<file path="src/rtl/radix_conv_pkg.sv">
package radix_conv_pkg;

   localparam int DIGIT_W = 4;
   localparam int DIV_W   = 5;

   typedef enum logic [1:0] {
      RAD_BIN = 2'd0,
      RAD_OCT = 2'd1,
      RAD_DEC = 2'd2,
      RAD_HEX = 2'd3
   } radix_e;

   typedef enum logic [1:0] {
      ST_IDLE  = 2'd0,
      ST_DIV   = 2'd1,
      ST_DRAIN = 2'd2,
      ST_DONE  = 2'd3
   } conv_state_e;

   function automatic logic [DIV_W-1:0] radix_divisor(input radix_e r);
      case (r)
         RAD_BIN: radix_divisor = DIV_W'(2);
         RAD_OCT: radix_divisor = DIV_W'(8);
         RAD_DEC: radix_divisor = DIV_W'(10);
         default: radix_divisor = DIV_W'(16);
      endcase
   endfunction

endpackage

</file>
<file path="src/rtl/radix_serial_div.sv">
module radix_serial_div #(
   parameter int VAL_W = 16,
   parameter int DIV_W = 5
) (
   input  logic             clk,
   input  logic             rst_n,
   input  logic             load,
   input  logic [VAL_W-1:0] dividend,
   input  logic [DIV_W-1:0] divisor,
   output logic             done,
   output logic [VAL_W-1:0] quot,
   output logic [DIV_W-1:0] rem
);

   localparam int CNT_W = $clog2(VAL_W + 1);

   generate
      if (VAL_W < 2) begin : g_bad_width
         $error("radix_serial_div: VAL_W must be at least 2");
      end
      if (DIV_W < 2) begin : g_bad_div
         $error("radix_serial_div: DIV_W must be at least 2");
      end
   endgenerate

   logic [VAL_W-1:0] quot_q;
   logic [DIV_W-1:0] rem_q;
   logic [DIV_W-1:0] div_q;
   logic [CNT_W-1:0] cnt_q;
   logic             done_q;

   logic [DIV_W-1:0] partial;
   logic             fits;

   // Bring the next dividend bit down beside the running remainder.
   assign partial = {rem_q[DIV_W-2:0], quot_q[VAL_W-1]};
   assign fits    = (partial >= div_q);

   always_ff @(posedge clk or negedge rst_n) begin
      if (!rst_n) begin
         quot_q <= '0;
         rem_q  <= '0;
         div_q  <= '0;
         cnt_q  <= '0;
         done_q <= 1'b0;
      end else if (load) begin
         quot_q <= dividend;
         rem_q  <= '0;
         div_q  <= divisor;
         cnt_q  <= CNT_W'(VAL_W);
         done_q <= 1'b0;
      end else if (cnt_q != '0) begin
         quot_q <= {quot_q[VAL_W-2:0], fits};
         rem_q  <= fits ? (partial - div_q) : partial;
         cnt_q  <= cnt_q - CNT_W'(1);
         done_q <= (cnt_q == CNT_W'(1));
      end else begin
         done_q <= 1'b0;
      end
   end

   assign done = done_q;
   assign quot = quot_q;
   assign rem  = rem_q;

endmodule

</file>
<file path="src/rtl/radix_digit_stack.sv">
module radix_digit_stack #(
   parameter int DEPTH  = 16,
   parameter int DATA_W = 4
) (
   input  logic                         clk,
   input  logic                         rst_n,
   input  logic                         clr,
   input  logic                         push,
   input  logic [DATA_W-1:0]            din,
   input  logic                         pop,
   output logic [DATA_W-1:0]            dout,
   output logic [$clog2(DEPTH+1)-1:0]   count,
   output logic                         full
);

   localparam int CNT_W = $clog2(DEPTH + 1);

   generate
      if (DEPTH < 1) begin : g_bad_depth
         $error("radix_digit_stack: DEPTH must be at least 1");
      end
   endgenerate

   logic [CNT_W-1:0]  cnt_q;
   logic [DATA_W-1:0] slot [DEPTH];

   generate
      for (genvar i = 0; i < DEPTH; i++) begin : g_slot
         logic [DATA_W-1:0] q;
         always_ff @(posedge clk or negedge rst_n) begin
            if (!rst_n) begin
               q <= '0;
            end else if (push && !clr && (cnt_q == CNT_W'(i))) begin
               q <= din;
            end
         end
         assign slot[i] = q;
      end
   endgenerate

   always_ff @(posedge clk or negedge rst_n) begin
      if (!rst_n) begin
         cnt_q <= '0;
      end else if (clr) begin
         cnt_q <= '0;
      end else if (push && (cnt_q != CNT_W'(DEPTH))) begin
         cnt_q <= cnt_q + CNT_W'(1);
      end else if (pop && (cnt_q != '0)) begin
         cnt_q <= cnt_q - CNT_W'(1);
      end
   end

   // Top of stack is the most recently written slot.
   always_comb begin
      dout = '0;
      for (int i = 0; i < DEPTH; i++) begin
         if (cnt_q == CNT_W'(i + 1)) dout = slot[i];
      end
   end

   assign count = cnt_q;
   assign full  = (cnt_q == CNT_W'(DEPTH));

endmodule

</file>
<file path="src/rtl/radix_conv.sv">
module radix_conv
   import radix_conv_pkg::*;
#(
   parameter int VAL_W = 16,
   parameter int DEPTH = VAL_W
) (
   input  logic               clk,
   input  logic               rst_n,
   input  logic               start,
   input  logic [VAL_W-1:0]   value_in,
   input  logic [1:0]         radix_sel,
   input  logic               msd_first,
   output logic               busy,
   output logic               dig_valid,
   output logic [DIGIT_W-1:0] dig,
   output logic               dig_last
);

   localparam int CNT_W = $clog2(DEPTH + 1);

   generate
      if (VAL_W < 2) begin : g_bad_width
         $error("radix_conv: VAL_W must be at least 2");
      end
      if (DEPTH < VAL_W) begin : g_bad_depth
         $error("radix_conv: DEPTH must hold VAL_W binary digits");
      end
   endgenerate

   conv_state_e        state_q;
   radix_e             radix_q;
   logic               msd_q;
   logic               dig_valid_q;
   logic [DIGIT_W-1:0] dig_q;
   logic               dig_last_q;

   logic               accept;
   logic               div_load;
   logic [VAL_W-1:0]   div_dividend;
   logic [DIV_W-1:0]   div_divisor;
   logic               div_done;
   logic [VAL_W-1:0]   div_quot;
   logic [DIV_W-1:0]   div_rem;
   logic               quot_zero;

   logic               stk_push;
   logic               stk_pop;
   logic [DIGIT_W-1:0] stk_top;
   logic [CNT_W-1:0]   stk_count;
   logic               stk_full;

   assign accept    = start && (state_q == ST_IDLE);
   assign quot_zero = (div_quot == '0);

   // The divider is reloaded with the quotient the cycle it reports done.
   assign div_load     = accept || ((state_q == ST_DIV) && div_done && !quot_zero);
   assign div_dividend = accept ? value_in : div_quot;
   assign div_divisor  = radix_divisor(accept ? radix_e'(radix_sel) : radix_q);

   assign stk_push = (state_q == ST_DIV) && div_done && msd_q;
   assign stk_pop  = (state_q == ST_DRAIN);

   radix_serial_div #(
      .VAL_W (VAL_W),
      .DIV_W (DIV_W)
   ) u_div (
      .clk      (clk),
      .rst_n    (rst_n),
      .load     (div_load),
      .dividend (div_dividend),
      .divisor  (div_divisor),
      .done     (div_done),
      .quot     (div_quot),
      .rem      (div_rem)
   );

   radix_digit_stack #(
      .DEPTH  (DEPTH),
      .DATA_W (DIGIT_W)
   ) u_stack (
      .clk   (clk),
      .rst_n (rst_n),
      .clr   (accept),
      .push  (stk_push),
      .din   (div_rem[DIGIT_W-1:0]),
      .pop   (stk_pop),
      .dout  (stk_top),
      .count (stk_count),
      .full  (stk_full)
   );

   always_ff @(posedge clk or negedge rst_n) begin
      if (!rst_n) begin
         state_q     <= ST_IDLE;
         radix_q     <= RAD_BIN;
         msd_q       <= 1'b0;
         dig_valid_q <= 1'b0;
         dig_q       <= '0;
         dig_last_q  <= 1'b0;
      end else begin
         dig_valid_q <= 1'b0;
         dig_last_q  <= 1'b0;
         case (state_q)
            ST_IDLE: begin
               if (start) begin
                  radix_q <= radix_e'(radix_sel);
                  msd_q   <= msd_first;
                  state_q <= ST_DIV;
               end
            end
            ST_DIV: begin
               if (div_done) begin
                  if (!msd_q) begin
                     dig_valid_q <= 1'b1;
                     dig_q       <= div_rem[DIGIT_W-1:0];
                     dig_last_q  <= quot_zero;
                  end
                  if (quot_zero) begin
                     state_q <= msd_q ? ST_DRAIN : ST_DONE;
                  end
               end
            end
            ST_DRAIN: begin
               dig_valid_q <= 1'b1;
               dig_q       <= stk_top;
               dig_last_q  <= (stk_count == CNT_W'(1));
               if (stk_count == CNT_W'(1)) begin
                  state_q <= ST_DONE;
               end
            end
            default: begin
               state_q <= ST_IDLE;
            end
         endcase
      end
   end

   assign busy      = (state_q != ST_IDLE);
   assign dig_valid = dig_valid_q;
   assign dig       = dig_q;
   assign dig_last  = dig_last_q;

endmodule

</file>
<file path="config.mk">
export PLATFORM = sky130hd
export DESIGN_NAME = radix_conv
export DESIGN_NICKNAME = d
export VERILOG_FILES = /design/src/rtl/radix_conv_pkg.sv /design/src/rtl/radix_serial_div.sv /design/src/rtl/radix_digit_stack.sv /design/src/rtl/radix_conv.sv
export SDC_FILE = /design/constraint.sdc
export NUM_CORES = 1
export LEC_CHECK = 0
export ABC_CLOCK_PERIOD_IN_PS = 5100
export BUFFER_PORTS_ARGS = -buffer_cell sky130_fd_sc_hd__buf_2
export CORE_AREA = 2 2 100 102
export CTS_BUF_LIST = sky130_fd_sc_hd__clkbuf_4 sky130_fd_sc_hd__clkbuf_8
export CTS_CLUSTER_SIZE = 12
export DETAILED_ROUTE_END_ITERATION = 7
export DIE_AREA = 0 0 102 104
export PLACE_DENSITY_LB_ADDON = 0.1
export SETUP_SLACK_MARGIN = 0.5
export SLEW_MARGIN = 20
export SYNTH_ARGS = -nofsm -noshare
export SYNTH_HDL_FRONTEND = slang
export SYNTH_SLANG_ARGS = --single-unit
export TNS_END_PERCENT = 5
</file>
<file path="constraint.sdc">
create_clock -name clk -period 5.1 [get_ports clk]
set_clock_uncertainty 0.05 [all_clocks]
set_input_delay 1.275 -clock clk [delete_from_list [all_inputs] [get_ports clk]]
set_output_delay 1.275 -clock clk [all_outputs]
set_load 0.01 [all_outputs]
</file>
==> impl_results.md, run 1 <==
* Final count of pins violating max slew at 0
* Max stage delay cell, worst path: a21o_1
* Ys async rst share at 1.00
* Final WL at 13200 um
* Flip-flop and latch count after synthesis at 109
* Status: complete, no violations
* Number of antenna diodes at 0
* Share of cells above drive strength 1 at 0.185
* Area fraction of the dominant cell type after synthesis at 0.477
* Number of antenna violations at the first check in global routing at 0
* Clock slew at reported path FFs at 0.11 ns
* First-pass GRT wire length at 22100 um
* Routability-driven placement congestion ratio at 0.882
* Share of the clock period used by the worst path at 0.583
* Worst reg-to-reg path cell count at 6
* Via count of the first global-routing pass at 4316
* # clock sinks at 109
* Hold EP: u_stack.g_slot[15].q[1]$_DFFE_PN0P_
* Post-CTS Repair Setup Buffers at 0
* Post-CTS sizing at 0
* Synthesized netlist cell count at 591
* Peak supply drop at 0.000365 V
* Total routing resource utilization after global routing at 0.268
* Final setup TNS at 0 ns
* Combined area of all synthesized cells at 5720 um2
* Post-layout utilization of the core at 0.641
* DR vias/cell at 5.95
* Max cap viols at 0
* CTS Buffer Depth at 2
* Area Overhead vs Synth at 6.91%
* Path type of the worst setup path: input pin to register
* Top Ports at 29
* Number of standard-cell rows in the floorplan at 36
* Quantity of I/O buffers inserted on ports at 28
* Width of the die at 102 um
* Post-synthesis sequential area ratio at 0.477
* Leak Pwr at 0.00283 uW
* Type of destination of the critical path: register
* H-tree level count at 3
* Source-to-sink clock delay at the later pin of the worst-skew pair at 0.39 ns
* Average footprint of a synthesized cell at 9.68 um2
* TritonCTS buffer count at 9
* Reg-to-reg setup timing slack at 2.17 ns
* Top fanout value on the critical path at 32
* Post-Route Hold Slack at 0.441 ns
* Worst Setup SP: start
* Worst Hold Depth at 2
* Start point of the worst min-delay path: u_stack.g_slot[15].q[1]$_DFFE_PN0P_
* Remaining number of nets flagged by the antenna check after routing at 0
* Final-report hold violation count at 0
* Routed length per placed instance at 17.8 um
* Total congestion overflow at 0
* Capturing point of the worst reg2reg path: u_div.quot[0]$_DFFE_PN0P_
* Top area cells in the synthesized netlist: dfrtp_1, mux2_2, nand2_1
* RSZ-0062 raised after global routing: no
* Number of enable-type register cells in the synthesized netlist at 0
* Initial drt markers at 278
* CTS tree: done
* Total number of vias at 4403
* Cell family contributing the most delay on the critical path: compound AO/OA/AOI/OAI gates
* Cell-by-cell trace of the critical path: buf_2 -> nand2_1 -> o21a_1 -> a21o_1 -> o211ai_1 -> o21ai_0
* Minimum clock period at 2.97 ns
* Initial standard-cell utilization of the core at 0.599
* Final #Nets at 643
* Post-place instance area at 5920 um2
* Number of detailed-route iterations in the first pass at 5
* Cell taking the most area after synthesis: dfrtp_1
* Pin count of the biggest net entering global routing at 67
* Endpoint arrival time on the critical path at 3.24 ns
* Most used flip-flop cell after synthesis: dfrtp_1
* Die height at 104 um
* Required time at the endpoint of the critical path at 5.36 ns
* Yosys warns at 0
* Maximum single-stage delay on the critical path at 0.76 ns
* Cell area power density at 514 nW/um2
* Final design area excluding fillers at 6120 um2
* Estimated wirelength of the detail-placed design at 9060 um
* Number of setup violations in the final report at 0
* Die area at 10600 um2
* Buffers plus inverters on the worst setup path at 1
* CP Launch Type: input pin
* Remaining DRCs at 0
* Class of the worst hold path: register to register
* Cell chosen for the clock root: clkbuf_8
* Number of different library cells in the post-synthesis netlist at 55
* Slew headroom at 0.415
* Placeable core region at 9550 um2
* Worst flop-to-flop path startpoint: u_div.quot[0]$_DFFE_PN0P_
* Max Clock Freq at 336 MHz
* Hold Buf Count CTS at 0
* Net Count, Synth at 631
* Worst Max-Slew Pin Slew at 0.878 ns
[flip-flops by register name, indices dropped and copies added, names as in the netlist, 2 cells and up]
name	flops
u_stack.g_slot.q	64
u_div.quot	16
u_div.cnt_q	5
u_stack.count	5
dig	4
u_div.rem	4
u_div.div_q	3
radix_q	2
state_q	2
[synthesized netlist by cell type, types with 3 or more instances]
| master | number |
|---|---|
| inv_1 | 22 |
| nand2_1 | 80 |
| nor2b_1 | 13 |
| nand3_1 | 13 |
| dfrtp_1 | 109 |
| clkbuf_1 | 20 |
| o31ai_1 | 3 |
| nor2_1 | 67 |
| o21a_1 | 3 |
| a21oi_1 | 29 |
| o221ai_1 | 4 |
| nor4_1 | 5 |
| ha_1 | 18 |
| nand2b_1 | 7 |
| nor3_1 | 13 |
| o211ai_1 | 3 |
| xnor2_1 | 4 |
| a211oi_1 | 8 |
| o21ai_0 | 32 |
| a31oi_1 | 18 |
| nand4_1 | 5 |
| mux2_2 | 61 |
| a221o_1 | 4 |
| buf_2 | 5 |
[placed cells by master (no fill, tap or decap), drive strengths merged, types with 3 or more instances in the layout]
cell type and count:
a211oi 8, a21oi 29, a221o 4, a311oi 3
a31oi 18, buf 30, clkbuf 11, clkinv 3
dfrtp 109, ha 18, inv 22, mux2 61
nand2 80, nand2b 7, nand3 13, nand4 5
nor2 67, nor2b 13, nor3 14, nor4 5
o211ai 3, o21a 3, o21ai 35, o221ai 4
o31ai 3, xnor2 4
[worst max-delay path by stage]
stage          cells after the start                             endpoint
2_1_floorplan                      5  u_stack.g_slot[12].q[0]$_DFFE_PN0P_
3_3_place_gp                       6            u_div.quot[0]$_DFFE_PN0P_
3_5_place_dp                       6            u_div.quot[0]$_DFFE_PN0P_
4_1_cts                            6            u_div.quot[0]$_DFFE_PN0P_
5_1_grt                            6            u_div.quot[8]$_DFFE_PN0P_
6_report                           6            u_div.quot[0]$_DFFE_PN0P_
[cell families (layout without fill, tap and decap cells)]
family,count (synthesis),count (layout),synth area share
XOR/XNOR,6,6,0.00918
adder cells (fa/ha/maj),18,18,0.0394
flip-flops,109,109,0.477
buffers and inverters,51,67,0.0372
multiplexers,63,63,0.124
AND/OR/NAND/NOR,217,217,0.171
AO/OA/AOI/OAI,127,127,0.143
[report_power, final]
group	internal [uW]	switching [uW]
sequential	1060	273
clock	243	292
combinational	507	773
[metal layers]
metal,global-route usage,vias up,part of all wire
li1,-,2107,-
met1,0.385,2145,0.46
met2,0.389,123,0.46
met3,0.0759,28,0.048
met4,0.0905,0,0.025
met5,0,-,0
[worst min-delay path, cell delays in order, from the launching register on]
cell     delay, ns
dfrtp_1       0.35
nand2_1       0.04
o21ai_0       0.06
[area by class of cell]
class	count	area (um2)
Inverter	22	82.6
Clock inverter	4	48.8
Timing Repair Buffer	30	158
Sequential cell	109	2730
Clock buffer	11	145
Fill cell	824	3430
Multi-Input combinational cell	431	2790
Tap cell	133	166
[per-stage QoR]
| step | cells | worst slack (ns) | total power [uW] |
|---|---|---|---|
| 6_report | 740 | 2.13 | 3140 |
| 5_1_grt | 740 | 1.79 | 3400 |
| 4_1_cts | 740 | 2.18 | 3140 |
| 3_5_place_dp | 725 | 1.77 | 2600 |
| 3_3_place_gp | 725 | 1.85 | 2550 |
| 2_1_floorplan | 591 | 2.66 | 2250 |
Power figures use the tool's default switching activity.
==> run 2, diff against run 1 <==
- ABC_CLOCK_PERIOD_IN_PS: 5100 -> 2400
- CORE_AREA: 2 2 100 102 -> 2 2 104 106
- DIE_AREA: 0 0 102 104 -> 0 0 106 108
- clock period: 5.1 -> 2.4 ns (I/O delays scaled with it)
==> run 2 against run 1 <==
Net effect: non-clock buffer count up 52; sequential cell count did not move; combinational power grew to 3.1 times the previous value; core utilization is 3.8 points higher; die area increased by 7.9%; critical path depth increased by 2; sequential power is 96% higher.
==> impl_results.md, run 2 (same netlist as run 1, synthesis figures left out) <==
* Status: complete, no violations
* Source-to-sink clock delay at the later pin of the worst-skew pair at 0.40 ns
* Quantity of I/O buffers inserted on ports at 28
* Most repeated library cell on the critical path: buf_6
* Total number of vias at 4670
* Max stage delay cell, worst path: dfrtp_2
* Width of the die at 106 um
* Total congestion overflow at 0
* Commonest non-fill, non-tap cell in the layout: dfrtp_1
* Type of destination of the critical path: register
* Cell area power density at 1120 nW/um2
* Estimated wirelength of the detail-placed design at 9680 um
* RSZ-0062 raised after global routing: yes
* Leak Pwr at 0.00317 uW
* Top fanout value on the critical path at 8
* Required time at the endpoint of the critical path at 2.62 ns
* Number of antenna diodes at 0
* Remaining DRCs at 0
* Routability-driven placement congestion ratio at 0.908
* Final-report hold violation count at 0
* Final count of pins violating max slew at 0
* Maximum single-stage delay on the critical path at 0.46 ns
* Final WL at 14000 um
* DR vias/cell at 5.87
* Number of setup violations in the final report at 0
* Cell-by-cell trace of the critical path: buf_6 -> ha_4 -> buf_6 -> a221o_1 -> o211ai_1 -> nand4_1 -> a31oi_2 -> o21ai_1
* Total power at 7740 uW
* Minimum clock period at 2.04 ns
* Number of standard-cell rows in the floorplan at 37
* Post-layout utilization of the core at 0.678
* Routed length per placed instance at 17.6 um
* Share of the clock period used by the worst path at 0.852
* Initial standard-cell utilization of the core at 0.559
* Cell chosen for the clock root: clkbuf_8
* Max cap viols at 0
* Pin count of the biggest net entering global routing at 45
* Share of cells above drive strength 1 at 0.344
* Die area at 11400 um2
* Placeable core region at 10200 um2
* First-pass GRT wire length at 23800 um
* Final setup TNS at 0 ns
* Largest register FFs at 64
* Area Overhead vs Synth at 21.3%
* Max Clock Freq at 489 MHz
* Buffers plus inverters on the worst setup path at 2
* Number of antenna violations at the first check in global routing at 0
* Remaining number of nets flagged by the antenna check after routing at 0
* Path type of the worst setup path: register to register
* TritonCTS buffer count at 9
* Final #Nets at 695
* Top register by number of flip-flops: u_stack.g_slot.q
* Peak supply drop at 0.000826 V
* Clock slew at reported path FFs at 0.11 ns
* Die height at 108 um
* CTS tree: done
* CP Launch Type: register
* Hold Buf Count CTS at 0
* Total routing resource utilization after global routing at 0.268
* Worst Max-Slew Pin Slew at 0.718 ns
* Via count of the first global-routing pass at 4758
* CTS Buffer Depth at 2
* H-tree level count at 3
* Initial drt markers at 288
* Number of detailed-route iterations in the first pass at 5
* Top Ports at 29
* # clock sinks at 109
* Endpoint arrival time on the critical path at 2.27 ns
* Cell family contributing the most delay on the critical path: compound AO/OA/AOI/OAI gates
* Highest-count cells in the layout ignoring fill and taps: dfrtp_1, nand2_1, mux2_2
* Slew headroom at 0.519
* Class of the worst hold path: input pin to async pin
run 2: cell types whose count changed in the layout (fill, tap and decap cells not counted), sizes merged:
cell	change
buf	+52
clkbuf	-1
bufinv	+1
clkinvlp	+1
run 2: metrics by stage:
| stage | hold slack, ns | cells | setup slack (ns) | cell area, um2 |
|---|---|---|---|---|
| finish | 0.0632 | 796 | 0.356 | 6940 |
| CTS | 0.0593 | 790 | 0.428 | 6820 |
| global route | 0.0680 | 796 | 0.332 | 6940 |
| detailed placement | 0.414 | 756 | 0.167 | 6160 |
| global placement | 0.409 | 756 | 0.180 | 6160 |
| floorplan | 0.254 | 591 | 0.467 | 5730 |
run 2: cell type report:
class | instances | area (um2)
Clock buffer | 10 | 138
Clock inverter | 6 | 86.3
Fill cell | 776 | 3290
Inverter | 22 | 82.6
Multi-Input combinational cell | 431 | 3140
Sequential cell | 109 | 2730
Tap cell | 136 | 170
Timing Repair Buffer | 82 | 597
run 2: report_power, final:
| group | switching [uW] | total (uW) | leakage, uW | internal (uW) |
|---|---|---|---|---|
| logic | 2200 | 3910 | 0.00163 | 1710 |
| registers | 350 | 2610 | 0.00143 | 2260 |
| clock network | 614 | 1230 | 0.000112 | 614 |
run 2: worst paths after layout:
kind	startpoint	endpoint	slack, ns	depth (start not counted)
worst min register to register	radix_q[1]$_DFFE_PN0P_	radix_q[1]$_DFFE_PN0P_	0.44	2
min in group clk	msd_first	msd_q$_DFFE_PN0P_	0.35	3
worst max-delay path	u_stack.count[1]$_DFFE_PN0P_	dig[0]$_DFFE_PN0P_	0.36	8
worst min-delay path	rst_n	msd_q$_DFFE_PN0P_	0.06	1
worst max register to register	u_stack.count[1]$_DFFE_PN0P_	dig[0]$_DFFE_PN0P_	0.36	8
max in group asynchronous	rst_n	u_stack.g_slot[7].q[0]$_DFFE_PN0P_	1.67	2
run 2: repair_timing:
item | CTS | global route
resized for setup | 80 | 22
setup buffers | 17 | 6
pin swaps | 14 | 7
gates cloned | 1 | 0
endpoints found under the setup margin | 103 | 96
run 2: per-layer routing:
metal / up-vias / track usage / part of all wire
met5: - / 0 / 0
met4: 0 / 0.0977 / 0.021
met3: 27 / 0.0561 / 0.039
met2: 121 / 0.439 / 0.49
met1: 2311 / 0.354 / 0.45
li1: 2211 / - / -
==> run 3, diff against run 2 <==
- CTS_BUF_LIST: sky130_fd_sc_hd__clkbuf_4 sky130_fd_sc_hd__clkbuf_8 -> sky130_fd_sc_hd__clkbuf_2
- CTS_CLUSTER_DIAMETER: not set -> 200
==> run 3 against run 2 <==
Net effect: die area unchanged; maximum frequency down 6.7%; global-route usage down 0.72 points; power down 4.5%; first-iteration DRC count up 29%; critical endpoint unchanged; largest cell class unchanged; register-to-register slack worse by 0.15 ns; critical path depth unchanged; largest power group unchanged; critical path type unchanged; sequential cell count unchanged.
==> impl_results.md, run 3 (same netlist as run 1, synthesis figures left out) <==
* Top Ports at 29
* Via count of the first global-routing pass at 4665
* Estimated wirelength of the detail-placed design at 9680 um
* Total stage count of the critical path at 8
* Cell-by-cell trace of the critical path: buf_4 -> ha_4 -> buf_4 -> o311a_1 -> a21oi_1 -> nand4_1 -> a31oi_2 -> o21ai_0
* Share of cells above drive strength 1 at 0.334
* Met2 capacity usage during global routing at 0.417
* Worst Hold Depth at 3
* Final count of pins violating max slew at 0
* Worst Max-Slew Pin Slew at 0.712 ns
* Maximum single-stage delay on the critical path at 0.52 ns
* Peak supply drop at 0.000621 V
* Clock power frac at 0.127
* Worst reg-to-reg path cell count at 8
* Type of destination of the critical path: register
* Final WL at 14100 um
* Top fanout value on the critical path at 10
* Start point of the worst min-delay path: msd_first
* TritonCTS buffer count at 9
* Commonest non-fill, non-tap cell in the layout: dfrtp_1
* Met1 track demand over resource in global routing at 0.350
* Largest register FFs at 64
* Combinational share of power at 0.520
* Cell chosen for the clock root: clkbuf_2
* Proportion of total power due to net switching at 0.422
* Number of standard-cell rows in the floorplan at 37
* Share of the clock period used by the worst path at 0.913
* CTS Buffer Depth at 2
* Remaining number of nets flagged by the antenna check after routing at 0
* Design internal power at 4270 uW
* Class of the worst hold path: input pin to register
* Most repeated library cell on the critical path: buf_4
* CP Launch Type: register
* Final setup TNS at 0 ns
* Clock slew at reported path FFs at 0.29 ns
* Required time at the endpoint of the critical path at 2.89 ns
* Post-Route Hold Slack at 0.0808 ns
* Cell area power density at 1090 nW/um2
* RSZ-0062 raised after global routing: yes
* Buffers plus inverters on the worst setup path at 2
* Quantity of I/O buffers inserted on ports at 28
* Path type of the worst setup path: register to register
* Remaining DRCs at 0
* Area Overhead vs Synth at 18.9%
* Max stage delay cell, worst path: dfrtp_2
* Number of detailed-route iterations in the first pass at 5
* Max cap viols at 0
* Switching power summed over all nets at 3120 uW
* Final-report hold violation count at 0
* Minimum clock period at 2.19 ns
* Number of fill cells at 801
* Number of setup violations in the final report at 0
* Source-to-sink clock delay at the later pin of the worst-skew pair at 0.64 ns
* Total congestion overflow at 0
* Pin count of the biggest net entering global routing at 45
* Slew headroom at 0.524
* Top register by number of flip-flops: u_stack.g_slot.q
* Die height at 108 um
* DR vias/cell at 5.89
* # clock sinks at 109
* Endpoint arrival time on the critical path at 2.68 ns
* Initial drt markers at 372
* Total routing resource utilization after global routing at 0.260
* First-pass GRT wire length at 23200 um
* Number of antenna diodes at 0
* CTS tree: done
* H-tree level count at 3
* Number of antenna violations at the first check in global routing at 0
* Worst flop-to-flop path startpoint: u_stack.count[0]$_DFFE_PN0P_
* Initial standard-cell utilization of the core at 0.559
* Met3 Track Usage GR at 0.0627
* Top Usage Layer GRT: met2
* Highest-count cells in the layout ignoring fill and taps: dfrtp_1, nand2_1, mux2_2
* Leak Pwr at 0.00311 uW
* Routability-driven placement congestion ratio at 0.908
* Routed length per placed instance at 17.8 um
* Width of the die at 106 um
* Total number of vias at 4680
* Worst Setup SP: u_stack.count[0]$_DFFE_PN0P_
* Flop pwr share at 0.353
* Final #Nets at 693
* Max Clock Freq at 456 MHz
* Cell family contributing the most delay on the critical path: compound AO/OA/AOI/OAI gates
* Status: complete, no violations
* Die area at 11400 um2
* Placeable core region at 10200 um2
==> run 3: worst paths after layout <==
| kind | to | slack, ns |
|---|---|---|
| max | dig[0]$_DFFE_PN0P_ | 0.21 |
| min | msd_q$_DFFE_PN0P_ | 0.08 |
| max reg2reg | dig[0]$_DFFE_PN0P_ | 0.21 |
| min reg2reg | u_stack.g_slot[15].q[1]$_DFFE_PN0P_ | 0.48 |
| max in group asynchronous | u_stack.g_slot[0].q[0]$_DFFE_PN0P_ | 1.41 |
| min in group asynchronous | msd_q$_DFFE_PN0P_ | 0.31 |
==> run 3: area by class of cell <==
class                      instances  area [um2]  area share
clock buffer                       9        45.0     0.00662
clock inverter                     7        90.1      0.0132
inverter                          22        87.6      0.0129
multi-input combinational        431        3070       0.451
sequential                       109        2730       0.402
tap                              136         170      0.0250
timing repair buffer              80         607      0.0892
==> run 3: layer usage <==
layer,share of wire,wire length [um]
met1,0.45,6340
met2,0.48,6810
met3,0.046,645
met4,0.023,324
met5,0,0
==> run 3: what timing repair did <==
action                                  in CTS  in global routing
pin swaps                                    5                 12
resized for setup                           40                 49
setup buffers                               11                  9
endpoints found under the hold margin       25                  0
endpoints found under the setup margin     107                110
hold buffers                                 1                  0
cloned                                       0                  1
==> run 3: power groups by stage <==
stage	sequential, uW	combinational (uW)	clock (uW)
6_report	2610	3840	936
5_1_grt	2670	4240	1040
4_1_cts	2590	3470	967
3_5_place_dp	2620	3140	0
3_3_place_gp	2610	3060	0
2_1_floorplan	2530	2260	0
==> run 3: tightest hold or removal path, stage by stage <==
cell and delay, ns:
buf_2 0.08, nand2_1 0.03, o21ai_0 0.06
==> run 3: through the flow <==
step            util  std cells  total power, uW  setup slack (ns)  cell area (um2)
6_report       0.665        794             7390             0.208             6810
5_1_grt        0.665        794             7950             0.159             6810
4_1_cts        0.638        784             7020             0.214             6530
3_5_place_dp   0.602        756             5760             0.167             6160
3_3_place_gp   0.602        756             5670             0.180             6160
2_1_floorplan      -        591             4790             0.467             5730
